`src/rtl/vxlate_pkg.sv`:
```
package vxlate_pkg;

  // walker sequencing states
  typedef enum logic [2:0] {
    ST_IDLE,
    ST_AIM,
    ST_RD0,
    ST_RD1,
    ST_CHK,
    ST_FAULT,
    ST_RESP
  } walkState_t;

  // strobes from control to datapath
  typedef struct packed {
    logic capture;    // latch request fields
    logic aimRoot;    // point entry address at root entry
    logic aimUser;    // point entry address at user entry
    logic wordSel;    // 0 first word, 1 second word
    logic grabW0;     // latch read data as first word
    logic grabW1;     // latch read data as second word
    logic writeBack;  // write first word with status update
    logic atUser;     // current level is the user table
    logic setPa;      // load translated physical address
  } dpCtl_t;

  localparam int BIT_VALID = 15;
  localparam int BIT_DIRTY = 14;
  localparam int BIT_REF   = 13;
  localparam int BIT_SWAPV = 15;

endpackage

```
`src/rtl/vxlate_dpath.sv`:
```
module vxlate_dpath
  import vxlate_pkg::*;
#(
  parameter int VA_W         = 16,
  parameter int TASK_W       = 5,
  parameter int IDX_W        = 5,
  parameter int OFS_W        = 6,
  parameter int FRAME_W      = 10,
  parameter int SWAP_W       = 12,
  parameter int WORD_W       = 16,
  parameter logic [VA_W-1:0] ROOT_BASE    = 16'h2400,
  parameter logic [VA_W-1:0] BYPASS_LIMIT = 16'h3000
) (
  input  logic               clk,
  input  logic               rstN,
  input  dpCtl_t             ctl,
  input  logic [VA_W-1:0]    reqVa,
  input  logic               reqWrite,
  input  logic [TASK_W-1:0]  reqTask,
  input  logic [WORD_W-1:0]  memRdata,
  output logic [VA_W-1:0]    memAddr,
  output logic [WORD_W-1:0]  memWdata,
  output logic               isBypassReq,
  output logic               entryValid,
  output logic [VA_W-1:0]    pa,
  output logic [VA_W-1:0]    entryAddrOut,
  output logic               swapValidOut,
  output logic [SWAP_W-1:0]  swapPageOut
);

  localparam int TBL_WORDS = 2 * (1 << IDX_W);
  localparam int TBL_SH    = $clog2(TBL_WORDS);
  localparam int USR_LO    = VA_W - IDX_W - 1;

  logic [VA_W-1:0]   vaReg;
  logic [TASK_W-1:0] taskReg;
  logic              writeReg;
  logic [WORD_W-1:0] word0Reg;
  logic              swapVReg;
  logic [SWAP_W-1:0] swapPReg;
  logic [VA_W-1:0]   entryAddr;
  logic [VA_W-1:0]   paReg;

  logic [VA_W-1:0] taskOfs, rootIdxOfs, userIdxOfs, userBase;
  logic [VA_W-1:0] rootAddr, userAddr;
  logic [WORD_W-1:0] refMask, dirtyMask;

  assign taskOfs    = VA_W'(taskReg) << TBL_SH;
  assign rootIdxOfs = VA_W'(vaReg[VA_W-1 -: IDX_W]) << 1;
  assign userIdxOfs = VA_W'(vaReg[USR_LO -: IDX_W]) << 1;
  assign userBase   = VA_W'(word0Reg[FRAME_W-1:0]) << OFS_W;
  assign rootAddr   = ROOT_BASE + taskOfs + rootIdxOfs;
  assign userAddr   = userBase + userIdxOfs;

  assign refMask   = WORD_W'(1) << BIT_REF;
  assign dirtyMask = (ctl.atUser && writeReg) ? (WORD_W'(1) << BIT_DIRTY) : '0;

  always_ff @(posedge clk) begin
    if (!rstN) begin
      vaReg     <= '0;
      taskReg   <= '0;
      writeReg  <= 1'b0;
      word0Reg  <= '0;
      swapVReg  <= 1'b0;
      swapPReg  <= '0;
      entryAddr <= '0;
      paReg     <= '0;
    end else begin
      if (ctl.capture) begin
        vaReg    <= reqVa;
        taskReg  <= reqTask;
        writeReg <= reqWrite;
        paReg    <= reqVa;
      end
      if (ctl.aimRoot) entryAddr <= rootAddr;
      if (ctl.aimUser) entryAddr <= userAddr;
      if (ctl.grabW0)  word0Reg  <= memRdata;
      if (ctl.grabW1) begin
        swapVReg <= memRdata[BIT_SWAPV];
        swapPReg <= memRdata[SWAP_W-1:0];
      end
      if (ctl.setPa) paReg <= {word0Reg[FRAME_W-1:0], vaReg[OFS_W-1:0]};
    end
  end

  assign isBypassReq  = (reqVa < BYPASS_LIMIT);
  assign entryValid   = word0Reg[BIT_VALID];
  assign memAddr      = entryAddr + VA_W'(ctl.wordSel);
  assign memWdata     = word0Reg | refMask | dirtyMask;
  assign pa           = paReg;
  assign entryAddrOut = entryAddr;
  assign swapValidOut = swapVReg;
  assign swapPageOut  = swapPReg;

  // translated address keeps the in-page offset
  p_pa_offset_r2: assert property (@(posedge clk) disable iff (!rstN)
    ctl.setPa |=> (pa[OFS_W-1:0] == vaReg[OFS_W-1:0]));

  // root level write-back leaves the dirty flag as read
  p_root_clean_r6: assert property (@(posedge clk) disable iff (!rstN)
    (ctl.writeBack && !ctl.atUser) |-> (memWdata[BIT_DIRTY] == word0Reg[BIT_DIRTY]));

  // write-back keeps the frame field
  p_keep_frame_r6: assert property (@(posedge clk) disable iff (!rstN)
    ctl.writeBack |-> (memWdata[FRAME_W-1:0] == word0Reg[FRAME_W-1:0]));

  // write-back only targets the first word of an entry
  p_wb_first_word_r11: assert property (@(posedge clk) disable iff (!rstN)
    ctl.writeBack |-> (memAddr == entryAddr));

endmodule

```
`src/rtl/vxlate_ctrl.sv`:
```
module vxlate_ctrl
  import vxlate_pkg::*;
(
  input  logic   clk,
  input  logic   rstN,
  input  logic   reqValid,
  input  logic   retry,
  input  logic   isBypassReq,
  input  logic   entryValid,
  output dpCtl_t ctl,
  output logic   reqReady,
  output logic   done,
  output logic   faultValid,
  output logic   faultLevel,
  output logic   evHit,
  output logic   evFault,
  output logic   memEn,
  output logic   memWe
);

  walkState_t state, nextState;
  logic atUserReg;
  logic passThru;

  always_comb begin
    nextState = state;
    ctl       = '0;
    ctl.atUser = atUserReg;
    reqReady  = 1'b0;
    done      = 1'b0;
    faultValid = 1'b0;
    evHit     = 1'b0;
    evFault   = 1'b0;
    memEn     = 1'b0;
    memWe     = 1'b0;
    unique case (state)
      ST_IDLE: begin
        reqReady = 1'b1;
        if (reqValid) begin
          ctl.capture = 1'b1;
          nextState   = isBypassReq ? ST_RESP : ST_AIM;
        end
      end
      ST_AIM: begin
        ctl.aimRoot = 1'b1;
        nextState   = ST_RD0;
      end
      ST_RD0: begin
        memEn     = 1'b1;
        nextState = ST_RD1;
      end
      ST_RD1: begin
        memEn       = 1'b1;
        ctl.wordSel = 1'b1;
        ctl.grabW0  = 1'b1;
        nextState   = ST_CHK;
      end
      ST_CHK: begin
        ctl.grabW1 = 1'b1;
        if (entryValid) begin
          evHit         = 1'b1;
          memEn         = 1'b1;
          memWe         = 1'b1;
          ctl.writeBack = 1'b1;
          if (atUserReg) begin
            ctl.setPa = 1'b1;
            nextState = ST_RESP;
          end else begin
            ctl.aimUser = 1'b1;
            nextState   = ST_RD0;
          end
        end else begin
          evFault   = 1'b1;
          nextState = ST_FAULT;
        end
      end
      ST_FAULT: begin
        faultValid = 1'b1;
        if (retry) nextState = ST_AIM;
      end
      ST_RESP: begin
        done      = 1'b1;
        evHit     = !passThru;
        nextState = ST_IDLE;
      end
      default: nextState = ST_IDLE;
    endcase
  end

  always_ff @(posedge clk) begin
    if (!rstN) begin
      state     <= ST_IDLE;
      atUserReg <= 1'b0;
      passThru  <= 1'b0;
    end else begin
      state <= nextState;
      if (ctl.capture) passThru <= isBypassReq;
      if (state == ST_AIM) atUserReg <= 1'b0;
      if (ctl.aimUser) atUserReg <= 1'b1;
    end
  end

  assign faultLevel = atUserReg;

  // fault report held until retry
  p_fault_hold_r7: assert property (@(posedge clk) disable iff (!rstN)
    (faultValid && !retry) |=> faultValid);

  // retry leaves the fault state and restarts
  p_retry_restart_r8: assert property (@(posedge clk) disable iff (!rstN)
    (faultValid && retry) |=> (!faultValid && !done && !reqReady));

  // a single judgement per cycle
  p_one_event_r9: assert property (@(posedge clk) disable iff (!rstN)
    !(evHit && evFault));

  // write strobe only with enable
  p_we_with_en_r11: assert property (@(posedge clk) disable iff (!rstN)
    memWe |-> memEn);

  // idle walker leaves memory alone
  p_ready_quiet_r12: assert property (@(posedge clk) disable iff (!rstN)
    reqReady |-> (!memEn && !faultValid));

endmodule

```
`src/rtl/vxlate_walker.sv`:
```
module vxlate_walker
  import vxlate_pkg::*;
#(
  parameter int VA_W    = 16,
  parameter int TASK_W  = 5,
  parameter int IDX_W   = 5,
  parameter int OFS_W   = 6,
  parameter int FRAME_W = 10,
  parameter int SWAP_W  = 12,
  parameter int WORD_W  = 16,
  parameter logic [VA_W-1:0] ROOT_BASE    = 16'h2400,
  parameter logic [VA_W-1:0] BYPASS_LIMIT = 16'h3000
) (
  input  logic              clk,
  input  logic              rstN,
  input  logic              reqValid,
  output logic              reqReady,
  input  logic [VA_W-1:0]   reqVa,
  input  logic              reqWrite,
  input  logic [TASK_W-1:0] reqTask,
  output logic              done,
  output logic [VA_W-1:0]   donePa,
  output logic              faultValid,
  output logic              faultLevel,
  output logic [VA_W-1:0]   faultEntryAddr,
  output logic              faultSwapValid,
  output logic [SWAP_W-1:0] faultSwapPage,
  input  logic              retry,
  output logic              evHit,
  output logic              evFault,
  output logic              memEn,
  output logic              memWe,
  output logic [VA_W-1:0]   memAddr,
  output logic [WORD_W-1:0] memWdata,
  input  logic [WORD_W-1:0] memRdata
);

  dpCtl_t ctl;
  logic   isBypassReq;
  logic   entryValid;

  vxlate_ctrl u_ctrl (
    .clk        (clk),
    .rstN       (rstN),
    .reqValid   (reqValid),
    .retry      (retry),
    .isBypassReq(isBypassReq),
    .entryValid (entryValid),
    .ctl        (ctl),
    .reqReady   (reqReady),
    .done       (done),
    .faultValid (faultValid),
    .faultLevel (faultLevel),
    .evHit      (evHit),
    .evFault    (evFault),
    .memEn      (memEn),
    .memWe      (memWe)
  );

  vxlate_dpath #(
    .VA_W        (VA_W),
    .TASK_W      (TASK_W),
    .IDX_W       (IDX_W),
    .OFS_W       (OFS_W),
    .FRAME_W     (FRAME_W),
    .SWAP_W      (SWAP_W),
    .WORD_W      (WORD_W),
    .ROOT_BASE   (ROOT_BASE),
    .BYPASS_LIMIT(BYPASS_LIMIT)
  ) u_dpath (
    .clk         (clk),
    .rstN        (rstN),
    .ctl         (ctl),
    .reqVa       (reqVa),
    .reqWrite    (reqWrite),
    .reqTask     (reqTask),
    .memRdata    (memRdata),
    .memAddr     (memAddr),
    .memWdata    (memWdata),
    .isBypassReq (isBypassReq),
    .entryValid  (entryValid),
    .pa          (donePa),
    .entryAddrOut(faultEntryAddr),
    .swapValidOut(faultSwapValid),
    .swapPageOut (faultSwapPage)
  );

endmodule

```
`config.mk`:
```
export PLATFORM = sky130hd
export DESIGN_NAME = vxlate_walker
export DESIGN_NICKNAME = d
export VERILOG_FILES = /design/src/rtl/vxlate_pkg.sv /design/src/rtl/vxlate_dpath.sv /design/src/rtl/vxlate_ctrl.sv /design/src/rtl/vxlate_walker.sv
export SDC_FILE = /design/constraint.sdc
export NUM_CORES = 1
export LEC_CHECK = 0
export BUFFER_PORTS_ARGS = -buffer_cell sky130_fd_sc_hd__buf_4
export CORE_MARGIN = 5
export CORE_UTILIZATION = 50
export DETAILED_ROUTE_END_ITERATION = 16
export GPL_TIMING_DRIVEN = 0
export PLACE_DENSITY_LB_ADDON = 0.08
export SYNTH_ARGS = -nofsm -noshare
export SYNTH_HDL_FRONTEND = slang
export SYNTH_HIERARCHICAL = 1
export SYNTH_SLANG_ARGS = --single-unit
```
`constraint.sdc`:
```
create_clock -name clk -period 3.2 [get_ports clk]
set_input_delay 0.48 -clock clk [delete_from_list [all_inputs] [get_ports clk]]
set_output_delay 0.48 -clock clk [all_outputs]
set_load 0.03 [all_outputs]
```
==> summary.md, run 1 <==
| Metric | Value |
|---|---|
| Worst Path Buf+Inv | `1` |
| Status | `finished, final reports clean` |
| Die area | `0.0102 mm²` |
| Sw Ratio | `0.303` |
| P_sw | `0.000836 W` |
| Die height | `101 µm` |
| CTS Hold Buffers Added | `0` |
| Final Wtd Congestion | `0.846` |
| Syn Inst Count | `387` |
| Sequential group share of total power | `0.439` |
| Hold Fails Final Rpt | `0` |
| CP Max Fanout | `10` |
| Reg-to-reg endpoint | `u_dpath/pa[6]` |
| Endpoints failing setup | `0` |
| PD cells | `512 mW/mm²` |
| Antenna fix cells | `0` |
| CP top delay family | `simple AND/OR/NAND/NOR gates` |
| Global-route wire length before repair | `15700 µm` |
| Leakage | `2.67 nW` |
| Peak VDD IR | `0.264 mV` |
| R2r setup slk | `1.17 ns` |
| Reg-to-reg startpoint | `u_ctrl/state[2]` |
| Synth warnings | `6` |
| Slowest CP cell | `clkbuf_1` |
| Remaining Overflow, GRT | `0` |
| Starting density of the core | `0.507` |
| Critical path data arrival time | `2.28 ns` |
| Clock root cell | `clkbuf_8` |
| Slew @ Worst Pin | `0.631 ns` |
| R2R depth | `6` |
| DR iter-0 viols | `107` |
| Residual DRC | `0` |
| I/O Pins | `127` |
| Critical Path RT | `3.45 ns` |
| Clock sinks | `86` |
| Vias/cell | `4.90` |
| Syn Nets | `429` |
| Critical-path cell list | `nor2b_2 > and2_4 > and3_1 > clkbuf_1 > nand2b_1 > o211a_1` |
| Clock share of power | `0.281` |
| CTS clk-pin slew, worst paths | `0.09 ns` |
| Area Growth Syn to Fin | `30.6%` |
| CP Launch Type | `flop` |
| Vias in the first global route | `3156` |
| Hpwl dp | `7480 µm` |
| Htree depth | `3` |
| Total wire length | `9800 µm` |
| RSZ-0062 raised after global routing | `no` |
| Combinational power share | `0.279` |
| Final #Nets | `563` |
| Vias | `3093` |
| DRT Pass-1 Iters | `4` |
| Clk buf depth | `2` |
| Hold WC Path Type | `primary input to flop` |
| Post_cts resized | `0` |
| Pins Over Slew Limit | `0` |
| Area of the mapped netlist | `0.00412 mm²` |
| TritonCTS clock tree | `yes` |
| DRT antenna net count | `0` |
| Fmax | `493 MHz` |
| Gr usage total | `0.198` |
| Hold WS | `0.390 ns` |
| Final critical-path required period | `2.03 ns` |
| Worst hold start | `reqTask[4]` |
| Routed WL per cell | `15.5 µm` |
| Critical Path End Type | `flop` |
| Die X | `101 µm` |
| Rel. slew slack | `0.579` |
| Setup Skew | `0.00769 ns` |
| WHS Path Cells | `3` |
| IO Port Bufs | `123` |
| Postcts setup bufs | `0` |
| Core area | `0.00813 mm²` |
| Placed Cells | `615` |
| Critical Path Max Stage Delay | `0.52 ns` |
| Antenna violations before repair | `0` |
| Setup tns final | `0 ns` |
| Final Instance Count excl. Fillers | `631` |
| Period utilization | `0.634` |
| Hold EP | `u_dpath/taskReg[4]` |
| Num CTS Buffers | `9` |
| WS Path Type | `flop to flop` |
| Largest net degree at the start of global routing | `16` |
| Maxcap violations | `0` |
| Int Power | `0.00192 W` |
| Layout cells sized above 1 | `0.401` |
| Avg Cell Area, Syn | `10.7 µm²` |
| Clock insertion delay at the later pin of the skew report | `0.35 ns` |
| Standard-cell rows | `33` |
==> worst max-delay path by stage <==
stage / from / to / slack (ns) / depth (start not counted)
4_1_cts: u_ctrl/state[2] / u_dpath/pa[6] / 1.14 / 6
2_1_floorplan: u_ctrl/state[0] / u_dpath/pa[0] / 1.20 / 6
3_5_place_dp: u_ctrl/state[2] / u_dpath/pa[6] / 1.15 / 6
3_3_place_gp: u_ctrl/state[2] / u_dpath/pa[6] / 1.21 / 6
5_1_grt: u_ctrl/state[2] / u_dpath/pa[6] / 0.99 / 6
6_report: u_ctrl/state[2] / u_dpath/pa[6] / 1.17 / 6
==> worst min-delay path, stage by stage <==
cell     delay, ns
buf_4         0.07
mux2i_1       0.05
nor2b_1       0.09
==> flip-flops by register name, indices dropped and copies added (netlist names) <==
register and cells:
u_dpath/pa 16, u_dpath/vaReg 16, u_dpath/entryAddrOut 15, u_dpath/word0Reg 15, u_dpath/swapPageOut 12, u_dpath/taskReg 5, u_ctrl/state 3, u_ctrl/faultLevel 1
u_ctrl/passThru 1, u_dpath/swapValidOut 1, u_dpath/writeReg 1
==> metrics by stage <==
stage                     power [W]  instance area [µm²]  setup WS, ns  utilization
after floorplan             0.00177                 4120          1.20            -
after global placement      0.00200                 5180          1.21        0.637
after detailed placement    0.00201                 5180          1.15        0.637
after CTS                   0.00278                 5390          1.14        0.662
after global routing        0.00290                 5390         0.991        0.662
final                       0.00276                 5390          1.17        0.662
==> power by group through the flow <==
stage | sequential (W) | combinational, W | clock [W]
3_5_place_dp | 0.00124 | 0.000774 | 0
4_1_cts | 0.00121 | 0.000777 | 0.000792
6_report | 0.00121 | 0.000770 | 0.000776
5_1_grt | 0.00123 | 0.000825 | 0.000848
2_1_floorplan | 0.00131 | 0.000466 | 0
3_3_place_gp | 0.00123 | 0.000764 | 0
==> layout by cell type (no fill, tap or decap), drive strengths merged, types with 2 or more instances in the layout <==
master      n
mux2       26
and2b       2
a211oi      2
mux2i      51
and3        4
a21boi      3
and2        4
nand2       7
clkinvlp    3
o211a      27
nand2b     29
o311a       2
nor2        3
clkbuf     20
buf       175
nor2b      55
dfxtp      86
conb        2
or3b        3
inv         5
o21ai       5
a21oi       2
==> final cells by class <==
cell class                      instances  area, µm²
Fill cell                             695       2750
Multi-Input combinational cell        235       1950
Sequential cell                        86       1720
Timing Repair Buffer                  123        923
Buffer                                 62        435
Clock buffer                           10        138
Tap cell                              105        131
Clock inverter                          6       70.1
Inverter                                4       15.0
==> routing by layer <==
| layer | share of wire | global-route usage |
|---|---|---|
| met1 | 0.44 | 0.259 |
| met2 | 0.49 | 0.326 |
| met3 | 0.064 | 0.0415 |
| met4 | 0.010 | 0.0642 |
| met5 | 0 | 0 |
(Power assumes the default switching activity.)
==> inputs of run 2 (changes only) <==
==> constraint.sdc (replaced) <==
create_clock -name clk -period 1.9 [get_ports clk]
set_input_delay 0.285 -clock clk [delete_from_list [all_inputs] [get_ports clk]]
set_output_delay 0.285 -clock clk [all_outputs]
set_load 0.03 [all_outputs]
==> run 2 against run 1 <==
Against the previous run: setup slack got worse by 1.1 ns; final area increased by 0.95%; routed wire length increased by 1.1%; via count increased by 1.2%; global-route usage increased by 0.15 points; first-iteration DRC count decreased by 0.93%; total power increased by 77%; flip-flop and latch count unchanged; clock skew increased by 0.0015 ns; hold slack got worse by 0.20 ns; critical path type is now flop to output pin.
==> summary.md, run 2 (synthesized netlist as in run 1, its figures left out) <==
| Metric | Value |
|---|---|
| Die area | `0.0102 mm² (unchanged)` |
| WS Path Type | `flop to output pin` |
| Critical Path End Type | `output pin` |
| Starting density of the core | `0.507 (unchanged)` |
| Postcts setup bufs | `0 (unchanged)` |
| Met2 Wirelength | `4820 µm (+1.3%)` |
| Hold Fails Final Rpt | `0 (unchanged)` |
| Vias | `3131 (+1.2%)` |
| Die height | `101 µm (unchanged)` |
| Total wire length | `9910 µm (+1.1%)` |
| Core area | `0.00813 mm² (unchanged)` |
| PD cells | `896 mW/mm² (+75%)` |
| Standard-cell rows | `33 (unchanged)` |
| Die X | `101 µm (unchanged)` |
| Routed length on met1 | `4320 µm (+0.26%)` |
| Fmax | `550 MHz` |
| DR iter-0 viols | `106 (-0.93%)` |
| Global-route wire length before repair | `15800 µm (+0.62%)` |
| CTS Hold Buffers Added | `0 (unchanged)` |
| Footprint of the multi-input gates | `0.00196 mm² (+0.32%)` |
| TritonCTS clock tree | `yes` |
| Antenna fix cells | `0 (unchanged)` |
| Placed Cells | `615 (unchanged)` |
| Worst hold start | `memRdata[12]` |
| Final Instance Count excl. Fillers | `631 (unchanged)` |
| Total area of sequential cells | `0.00172 mm² (about the same)` |
| Peak VDD IR | `0.428 mV (+62%)` |
| Routed wl met3 | `705 µm (+12%)` |
| Critical path data arrival time | `1.53 ns (-0.75 ns)` |
| Endpoints failing setup | `0 (unchanged)` |
| Leakage | `2.70 nW (+1.3%)` |
| Pins Over Slew Limit | `0 (unchanged)` |
| Most common cell after layout, fill and taps aside | `buf_4` |
| Hold WC Path Type | `primary input to flop` |
| Hpwl dp | `7500 µm (+0.19%)` |
| I/O Pins | `127 (unchanged)` |
| Vias/cell | `4.96 (+1.2%)` |
| Area Growth Syn to Fin | `31.9%` |
| Final critical-path required period | `1.82 ns` |
| Largest net degree at the start of global routing | `15 (-1)` |
| Clock sinks | `86 (unchanged)` |
| Clock root cell | `clkbuf_8` |
| Antenna violations before repair | `0 (unchanged)` |
| Gr usage total | `0.199 (+0.00148)` |
| Period utilization | `0.957` |
| Area after DPL | `0.00518 mm² (+0.12%)` |
| Critical Path RT | `1.62 ns (-1.83 ns)` |
| Num CTS Buffers | `9 (unchanged)` |
| Clk buf depth | `2 (unchanged)` |
| CP Max Fanout | `9 (-1)` |
| Final Wtd Congestion | `0.785 (-7.2%)` |
| Maxcap violations | `0 (unchanged)` |
| Post_cts resized | `3 (+3)` |
| Cell area after layout | `0.00544 mm² (+0.95%)` |
| CP startpoint | `u_ctrl/state[1]` |
| DRT Pass-1 Iters | `4 (unchanged)` |
| Setup Skew | `0.00918 ns (+0.00149 ns)` |
| Htree depth | `3 (unchanged)` |
| Slew @ Worst Pin | `0.585 ns (-0.0461 ns)` |
| Clock insertion delay at the later pin of the skew report | `0.34 ns (about the same)` |
| DR top layer | `met4` |
| IO Port Bufs | `123 (unchanged)` |
| CP Launch Type | `flop` |
| Routed WL per cell | `15.7 µm (+1.1%)` |
| CTS clk-pin slew, worst paths | `0.09 ns (about the same)` |
| Most frequent cells in the layout | `buf_4, dfxtp_1, nor2b_1` |
| Reg-to-reg startpoint | `u_ctrl/state[1]` |
| DRT antenna net count | `0 (unchanged)` |
| FILL cells | `706 (+1.6%)` |
| RSZ-0062 raised after global routing | `no` |
| Status | `finished, final reports clean` |
| Final #Nets | `563 (unchanged)` |
| Layout cells sized above 1 | `0.405 (+0.00380)` |
| Vias in the first global route | `3143 (-0.41%)` |
| Rel. slew slack | `0.608 (+0.0284)` |
| Residual DRC | `0 (unchanged)` |
| Remaining Overflow, GRT | `0 (unchanged)` |
==> run 2: changes by cell type in the layout (fill, tap and decap cells not counted), sizes merged <==
cell      previous run  this run
clkbuf              20        23
clkinv               1         2
clkinvlp             3         0
bufinv               1         3
buf                175       172
==> run 2: through the flow <==
step	worst slack [ns]	total power (W)	setup TNS [ns]	util	hold slack, ns
after floorplan	0.0544	0.00299	0	-	0.400
after global placement	-0.170	0.00337	-0.849	0.637	0.476
after detailed placement	-0.204	0.00340	-1.43	0.637	0.486
after CTS	0.00586	0.00491	0	0.667	0.179
after global routing	0.00763	0.00510	0	0.669	0.187
final	0.0817	0.00487	0	0.669	0.190
==> run 2: power by group <==
group / internal, W / switching [W]
sequential: 0.00195 / 0.0000915
combinational: 0.000641 / 0.000668
clock: 0.000875 / 0.000645
total: 0.00347 / 0.00141
==> run 2: worst paths after layout <==
kind	endpoint	slack [ns]	cells after the start
max	evHit	0.08	6
min reg2reg	u_dpath/entryAddrOut[14]	0.51	2
max reg2reg	u_dpath/entryAddrOut[6]	0.12	8
min	u_dpath/word0Reg[12]	0.19	3
==> run 2: area by class of cell <==
| class | count | area share |
|---|---|---|
| sequential | 86 | 0.317 |
| clock buffer | 10 | 0.0235 |
| tap | 105 | 0.0242 |
| buffer | 62 | 0.0828 |
| inverter | 4 | 0.00276 |
| multi-input combinational | 235 | 0.360 |
| clock inverter | 6 | 0.0200 |
| timing repair buffer | 123 | 0.170 |
==> run 2: routing by layer <==
metal	up-vias	global-route usage
met5	-	0
met3	5	0.0602
met2	81	0.332
li1	1554	-
met1	1491	0.252
met4	0	0.0497
==> run 2: critical path, stage by stage (launching register included) <==
cell	delay, ns
dfxtp_1	0.31
buf_6	0.14
inv_1	0.15
and2_4	0.20
nand2_2	0.08
o21ai_0	0.11
buf_4	0.19
